## src/rtl/hbg_pkg.sv

```systemverilog
package hbg_pkg;
   typedef struct packed {
      logic lo;
      logic hi;
   } hbg_pair_t;

   localparam int unsigned HBG_CNT_W_DEF = 16;
   localparam int unsigned HBG_SYNC_DEF  = 2;
endpackage

```

## src/rtl/hbg_sync.sv

```systemverilog
module hbg_sync #(
   parameter int unsigned W      = 4,
   parameter int unsigned STAGES = 2
) (
   input  logic         clk,
   input  logic         rst_n,
   input  logic [W-1:0] d,
   output logic [W-1:0] q
);
   logic [W-1:0] stg [STAGES];

   generate
      if (STAGES < 2) begin : g_bad_depth
         $error("hbg_sync needs at least two stages");
      end
      for (genvar k = 0; k < STAGES; k++) begin : g_stage
         if (k == 0) begin : g_first
            always_ff @(posedge clk or negedge rst_n) begin
               if (!rst_n) stg[0] <= '0;
               else        stg[0] <= d;
            end
         end else begin : g_next
            always_ff @(posedge clk or negedge rst_n) begin
               if (!rst_n) stg[k] <= '0;
               else        stg[k] <= stg[k-1];
            end
         end
      end
   endgenerate

   assign q = stg[STAGES-1];
endmodule

```

## src/rtl/hbg_ontimer.sv

```systemverilog
module hbg_ontimer #(
   parameter int unsigned CNT_W = 16
) (
   input  logic             clk,
   input  logic             rst_n,
   input  logic             kill,
   input  logic             force_on,
   input  logic             force_off,
   input  logic             req,
   input  logic             block,
   input  logic [CNT_W-1:0] dead,
   output logic             gate
);
   logic [CNT_W-1:0] cnt;

   always_ff @(posedge clk or negedge rst_n) begin
      if (!rst_n) begin
         cnt  <= '0;
         gate <= 1'b0;
      end else if (kill || force_off) begin
         cnt  <= '0;
         gate <= 1'b0;
      end else if (force_on) begin
         cnt  <= '0;
         gate <= !block;
      end else if (!req || block) begin
         cnt  <= '0;
         gate <= 1'b0;
      end else if (cnt >= dead) begin
         gate <= 1'b1;
      end else begin
         cnt  <= cnt + 1'b1;
      end
   end
endmodule

```

## src/rtl/hbg_refresh.sv

```systemverilog
module hbg_refresh #(
   parameter int unsigned CNT_W = 16
) (
   input  logic             clk,
   input  logic             rst_n,
   input  logic             off,
   input  logic [CNT_W-1:0] width,
   output logic             act
);
   logic             off_q;
   logic [CNT_W-1:0] left;
   logic             rel;

   assign rel = off_q && !off && (width != '0);
   assign act = rel || (left != '0);

   always_ff @(posedge clk or negedge rst_n) begin
      if (!rst_n) begin
         off_q <= 1'b0;
         left  <= '0;
      end else begin
         off_q <= off;
         if (off)              left <= '0;
         else if (rel)         left <= width - 1'b1;
         else if (left != '0)  left <= left - 1'b1;
      end
   end
endmodule

```

## src/rtl/hbg_half.sv

```systemverilog
module hbg_half
   import hbg_pkg::*;
#(
   parameter int unsigned CNT_W = 16
) (
   input  logic             clk,
   input  logic             rst_n,
   input  logic             off,
   input  logic             ref_act,
   input  hbg_pair_t        cmd,
   input  logic [CNT_W-1:0] dead,
   output hbg_pair_t        gate
);
   logic want_lo, want_hi;

   assign want_lo = cmd.lo;
   assign want_hi = cmd.hi && !cmd.lo;

   hbg_ontimer #(.CNT_W(CNT_W)) u_lo (
      .clk(clk), .rst_n(rst_n), .kill(off),
      .force_on(ref_act), .force_off(1'b0),
      .req(want_lo), .block(gate.hi), .dead(dead), .gate(gate.lo)
   );

   hbg_ontimer #(.CNT_W(CNT_W)) u_hi (
      .clk(clk), .rst_n(rst_n), .kill(off),
      .force_on(1'b0), .force_off(ref_act),
      .req(want_hi), .block(gate.lo), .dead(dead), .gate(gate.hi)
   );
endmodule

```

## src/rtl/hbridge_gate_ctl.sv

```systemverilog
module hbridge_gate_ctl
   import hbg_pkg::*;
#(
   parameter int unsigned HALVES      = 2,
   parameter int unsigned CNT_W       = HBG_CNT_W_DEF,
   parameter int unsigned SYNC_STAGES = HBG_SYNC_DEF
) (
   input  logic              clk,
   input  logic              rst_n,
   input  logic              dis_i,
   input  logic              uv_i,
   input  logic [HALVES-1:0] lo_cmd_i,
   input  logic [HALVES-1:0] hi_cmd_i,
   input  logic [CNT_W-1:0]  dead_cycles_i,
   input  logic [CNT_W-1:0]  refresh_cycles_i,
   output logic [HALVES-1:0] lo_gate_o,
   output logic [HALVES-1:0] hi_gate_o
);
   localparam int unsigned SYNC_W = 2*HALVES + 2;

   generate
      if (HALVES < 1) begin : g_bad_halves
         $error("hbridge_gate_ctl needs at least one half");
      end
      if (CNT_W < 2) begin : g_bad_width
         $error("hbridge_gate_ctl counter width too small");
      end
   endgenerate

   logic [SYNC_W-1:0] raw, synced;
   logic [HALVES-1:0] lo_s, hi_s;
   logic              dis_s, uv_s, off, ref_act;

   assign raw = {uv_i, dis_i, hi_cmd_i, lo_cmd_i};

   hbg_sync #(.W(SYNC_W), .STAGES(SYNC_STAGES)) u_sync (
      .clk(clk), .rst_n(rst_n), .d(raw), .q(synced)
   );

   assign lo_s  = synced[HALVES-1:0];
   assign hi_s  = synced[2*HALVES-1:HALVES];
   assign dis_s = synced[2*HALVES];
   assign uv_s  = synced[2*HALVES+1];
   assign off   = dis_s || uv_s;

   hbg_refresh #(.CNT_W(CNT_W)) u_ref (
      .clk(clk), .rst_n(rst_n), .off(off),
      .width(refresh_cycles_i), .act(ref_act)
   );

   generate
      for (genvar h = 0; h < HALVES; h++) begin : g_half
         hbg_pair_t cmd_h, gate_h;
         assign cmd_h.lo = lo_s[h];
         assign cmd_h.hi = hi_s[h];
         hbg_half #(.CNT_W(CNT_W)) u_half (
            .clk(clk), .rst_n(rst_n), .off(off), .ref_act(ref_act),
            .cmd(cmd_h), .dead(dead_cycles_i), .gate(gate_h)
         );
         assign lo_gate_o[h] = gate_h.lo;
         assign hi_gate_o[h] = gate_h.hi;
      end
   endgenerate
endmodule

```

## config.mk

```make
export PLATFORM = sky130hd
export DESIGN_NAME = hbridge_gate_ctl
export DESIGN_NICKNAME = d
export VERILOG_FILES = /design/src/rtl/hbg_pkg.sv /design/src/rtl/hbg_sync.sv /design/src/rtl/hbg_ontimer.sv /design/src/rtl/hbg_refresh.sv /design/src/rtl/hbg_half.sv /design/src/rtl/hbridge_gate_ctl.sv
export SDC_FILE = /design/constraint.sdc
export NUM_CORES = 1
export LEC_CHECK = 0
export BUFFER_PORTS_ARGS = -buffer_cell sky130_fd_sc_hd__buf_2
export CAP_MARGIN = 20
export CORE_ASPECT_RATIO = 1.5
export CORE_MARGIN = 10
export CORE_UTILIZATION = 40
export CTS_CLUSTER_SIZE = 10
export DETAILED_ROUTE_END_ITERATION = 10
export HOLD_SLACK_MARGIN = 0.02
export PLACE_DENSITY = 0.66
export SETUP_SLACK_MARGIN = 0.4
export SLEW_MARGIN = 10
export SYNTH_ARGS = -nofsm -noshare
export SYNTH_HDL_FRONTEND = slang
export SYNTH_SLANG_ARGS = --single-unit
```

## constraint.sdc

```tcl
create_clock -name clk -period 4.3 [get_ports clk]
set_clock_uncertainty 0.15 [all_clocks]
set_input_delay 0.645 -clock clk [delete_from_list [all_inputs] [get_ports clk]]
set_output_delay 0.645 -clock clk [all_outputs]
set_load 0.02 [all_outputs]
```

==> impl.org <==
** Synth
- By area, the combinational part of the netlist is dominated by simple AND/OR/NAND/NOR gates.
- Of the total synthesized cell area, the portion taken by full adders, half adders and majority gates is 0.132.
- Gate count after technology mapping :: 689
- Mean post-synth cell area :: 9.48 sq um
- Ys async rst share :: 1.00
- Of the post-synthesis cell area, the part taken by muxes is 0.0169.
- Among all flip-flop cells after synthesis, the most frequent one is sky130_fd_sc_hd__dfrtp_1.
- Net count after synthesis :: 798
- The synthesized-area fraction occupied by ao, oa, aoi and oai cells is 0.164.
- Of the total synthesized cell area, the portion taken by AND, OR, NAND and NOR gates is 0.232.
- Sequential-to-total area share from yosys stat :: 0.372
- In this run, synthesis inferred 0 flip-flops with an integrated enable.
- Summing every instance area after synthesis gives 6530 sq um.
- Number of warnings printed during yosys synthesis :: 0
- In this run, synthesis produced a sequential element count of 97.
- Synthesized-area fraction occupied by xor and xnor cells :: 0.0483
- Synth unique cells :: 60

** Timing
- Max-slew violation count :: 0
- Minimum clock period :: 3.57 ns
- Final setup violation count :: 0
- Static timing analysis puts the maximum clock frequency at 0.280 GHz.
- Tcrit/Tclk final :: 0.830
- Worst slew slack as a fraction of its limit :: 0.425
- Setup repair after global routing left no endpoint under its margin.
- For the pin with the worst max-slew slack, the measured transition is 0.863 ns.
- The final number of hold-violating endpoints is 0.
- Accumulated negative setup slack :: 0 ns

** Finish
- The filler cells instantiated in the layout total 1626.
- For this run, the post-layout net count is 844.
- Share of final-layout standard cells stronger than drive strength 1 :: 0.134
- Inserted Diodes :: 0
- After routing the design area is 7260 sq um.
- Most common library cell in the layout ignoring fill and taps :: sky130_fd_sc_hd__dfrtp_1
- Leaving out fill and tap cells, the most frequent cells in the layout are sky130_fd_sc_hd__dfrtp_1 (97), sky130_fd_sc_hd__nor2_1 (69), sky130_fd_sc_hd__ha_1 (69).
- Final core utilization :: 0.451
- The area growth from synthesis to layout is 11.2%.

** Run status
- The run finished with clean final reports.

** Critical path
- Type of the worst setup path :: in -> reg
- Cell breakdown of the critical path :: buf_2 -> nor4_1 -> and4_1 -> a21oi_4 -> mux2i_1 -> ha_1 -> or4b_1 -> or3_1 -> mux2i_1 -> a21oi_1 -> o21a_1 -> nor3_1
- STA classifies the critical path startpoint as a primary input.
- Counting both buffers and inverters, the worst setup path holds a total of 1.
- Setup slack of the most critical reg-to-reg path :: 0.77 ns
- The cell that appears most often on the critical path is sky130_fd_sc_hd__mux2i_1.
- The worst register-to-register path begins at u_sync.q[5]$_DFF_PN0_.
- For the worst flop-to-flop path, the logic depth is 10.
- CP Depth :: 12
- STA classifies the critical path endpoint as a flip-flop.
- Worst r2r dst :: u_ref.left[12]$_DFFE_PN0N_
- Data arrives at the worst endpoint at 3.68 ns.
- Data on the critical path is required at its endpoint by 4.41 ns.
- Max stage delay cell, worst path :: sky130_fd_sc_hd__or4b_1
- Cell family with most CP delay :: simple AND/OR/NAND/NOR gates
- Critical Path Fanout Max :: 8
- For this run, the slowest stage of the critical path takes 0.50 ns.

** Clock tree
- Clock Sinks :: 97
- Post-CTS repair changed the size of 0 cells.
- Clock tree synthesis inserted a total of 9 buffers.
- The longest clock path from root to sink contains 2 buffers.
- Root Buffer Master :: sky130_fd_sc_hd__clkbuf_16
- TritonCTS built the clock tree.
- Clock-pin slew was measured on the worst setup and hold paths at 0.07 ns.
- Number of buffers inserted for hold repair after clock tree synthesis :: 0
- CTS H-Tree Depth :: 3
- The clock reaches the later pin of the worst-skew pair after 0.35 ns.
- The number of setup buffers added after CTS is 0.

** Place
- Routability-driven placement finished with a final weighted congestion of 0.844.
- Once placement finished, the instance area stood at 6950 sq um.
- Buffers added on ports :: 43
- Detail Placement HPWL :: 12000 um

** Die
- Core outline area :: 16100 sq um
- 44 I/O pins were placed.
- The die covers 21900 sq um.
- For this configuration, the core starts out at a cell density of 0.405.
- The floorplan step set the die width to 124 um.
- Floorplan die height :: 176 um
- The floorplan has 57 rows.

** Global routing
- The number of antenna violations at the first check in global routing came to 0.
- The first global-routing pass estimated 26300 um of wire.
- Leftover overflow at the end of global routing :: 0
- Largest net degree at the start of global routing :: 68
- Number of global-route vias before repair :: 5345
- In the global route stage, overall resource usage came out at 0.143.

** Routing
- Across all layers, the routed design uses 5353 vias.
- After detailed routing, the average wire length per cell comes to 16.9 um.
- Starting DRT DRC Count :: 264
- After detailed routing, the number of remaining DRC violations is 0.
- The first detailed-routing pass ran for 4 iterations.
- Vias per inst :: 5.66
- After detailed routing, the total wire length is 16000 um.
- Post-route ant nets :: 0

** Power
- Summed over all cells, the static leakage comes to 3.15 nW.
- Overall power :: 2.23 mW
- IR analysis of the VDD net gives a maximum drop of 0.000165 V.
- Power per cell area :: 307 nW/um^2

** Min path
- Cell depth of the worst hold path :: 0
- For hold timing, the worst endpoint is u_sync.q[0]$_DFF_PN0_.
- The startpoint identified for the worst hold timing path is u_sync.stg[6]$_DFF_PN0_.
- The min-delay analysis places its worst path in the category reg -> reg.

** Flow run
- Max capacitance violation total :: 0
==> report_power, final <==
part	total, mW	switching (mW)	internal (mW)
registers	1.00	0.0481	0.955
logic	0.408	0.242	0.166
clock network	0.818	0.361	0.456
total	2.23	0.651	1.58
==> state kept, by name, summed over array words and instances (netlist names) <==
register / flops
g_half.u_half.u_hi.cnt: 32
g_half.u_half.u_lo.cnt: 32
u_ref.left: 16
u_sync.q: 6
u_sync.stg: 6
g_half.u_half.u_hi.gate: 2
g_half.u_half.u_lo.gate: 2
u_ref.off_q: 1
==> per-layer routing <==
metal	track usage	wire, um
met1	0.170	7040
met2	0.250	8040
met3	0.0270	535
met4	0.0565	355
met5	0	0
==> how the worst max path moves through the flow <==
stage                             start                    endpoint  slack [ns]
finish              refresh_cycles_i[5]  u_ref.left[12]$_DFFE_PN0N_        0.73
global route        refresh_cycles_i[5]  u_ref.left[12]$_DFFE_PN0N_        0.53
CTS                 refresh_cycles_i[5]  u_ref.left[12]$_DFFE_PN0N_        0.72
detailed placement  refresh_cycles_i[5]  u_ref.left[12]$_DFFE_PN0N_        0.36
global placement    refresh_cycles_i[5]  u_ref.left[12]$_DFFE_PN0N_        0.47
floorplan           refresh_cycles_i[5]  u_ref.left[12]$_DFFE_PN0N_        0.61
==> kinds of logic (layout without fill, tap and decap cells) <==
group / Yosys count / in the layout
buffers and inverters: 46 / 97
muxes: 11 / 11
and+or+nand+nor: 268 / 268
adders and majority gates: 69 / 69
AOI/OAI and AO/OA: 162 / 162
DFF: 97 / 97
xor gates and xnor gates: 36 / 36
==> stage by stage <==
step,setup WS (ns),cells,hold slack [ns]
floorplan,0.609,689,0.181
global placement,0.471,929,0.184
detailed placement,0.355,929,0.189
CTS,0.718,945,0.205
global route,0.529,946,0.204
finish,0.731,946,0.206
==> Yosys cell counts (5+ instances only) <==
cell | n | share of area
sky130_fd_sc_hd__buf_4 | 6 | 0.0069
sky130_fd_sc_hd__nand2_1 | 34 | 0.020
sky130_fd_sc_hd__or3_1 | 26 | 0.025
sky130_fd_sc_hd__o21a_1 | 6 | 0.0069
sky130_fd_sc_hd__o21ai_0 | 33 | 0.025
sky130_fd_sc_hd__dfrtp_1 | 97 | 0.37
sky130_fd_sc_hd__nand3_1 | 35 | 0.027
sky130_fd_sc_hd__mux2i_1 | 11 | 0.017
sky130_fd_sc_hd__clkbuf_1 | 6 | 0.0034
sky130_fd_sc_hd__inv_1 | 27 | 0.016
sky130_fd_sc_hd__a21oi_2 | 12 | 0.016
sky130_fd_sc_hd__o31ai_1 | 13 | 0.015
sky130_fd_sc_hd__nor3_1 | 21 | 0.016
sky130_fd_sc_hd__ha_1 | 69 | 0.13
sky130_fd_sc_hd__xnor2_1 | 11 | 0.015
sky130_fd_sc_hd__and3_1 | 11 | 0.011
sky130_fd_sc_hd__xor2_1 | 25 | 0.034
sky130_fd_sc_hd__a211oi_1 | 13 | 0.015
sky130_fd_sc_hd__nor4_1 | 5 | 0.0048
sky130_fd_sc_hd__nand4_1 | 19 | 0.018
sky130_fd_sc_hd__and4_1 | 7 | 0.0094
sky130_fd_sc_hd__nor2_1 | 69 | 0.040
sky130_fd_sc_hd__and2_1 | 7 | 0.0067
sky130_fd_sc_hd__or4_1 | 14 | 0.016
sky130_fd_sc_hd__a21oi_1 | 45 | 0.034
sky130_fd_sc_hd__o211ai_1 | 7 | 0.0080
==> layout make-up <==
cell class,instances,area [sq um],share of cell area
Clock buffer,9,225,0.0310
Clock inverter,7,76.3,0.0105
Inverter,27,101,0.0140
Multi-Input combinational cell,546,3870,0.533
Sequential cell,97,2430,0.334
Tap cell,206,258,0.0355
Timing Repair Buffer,54,300,0.0414
==> worst register-to-register path: stages (launching register included) <==
cell and delay, ns:
sky130_fd_sc_hd__dfrtp_1 0.40, sky130_fd_sc_hd__or3b_1 0.56, sky130_fd_sc_hd__a21oi_4 0.34, sky130_fd_sc_hd__mux2i_1 0.28, sky130_fd_sc_hd__ha_1 0.19, sky130_fd_sc_hd__or4b_1 0.50
sky130_fd_sc_hd__or3_1 0.35, sky130_fd_sc_hd__mux2i_1 0.13, sky130_fd_sc_hd__a21oi_1 0.17, sky130_fd_sc_hd__o21a_1 0.22, sky130_fd_sc_hd__nor3_1 0.16
Power figures use the tool's default switching activity.
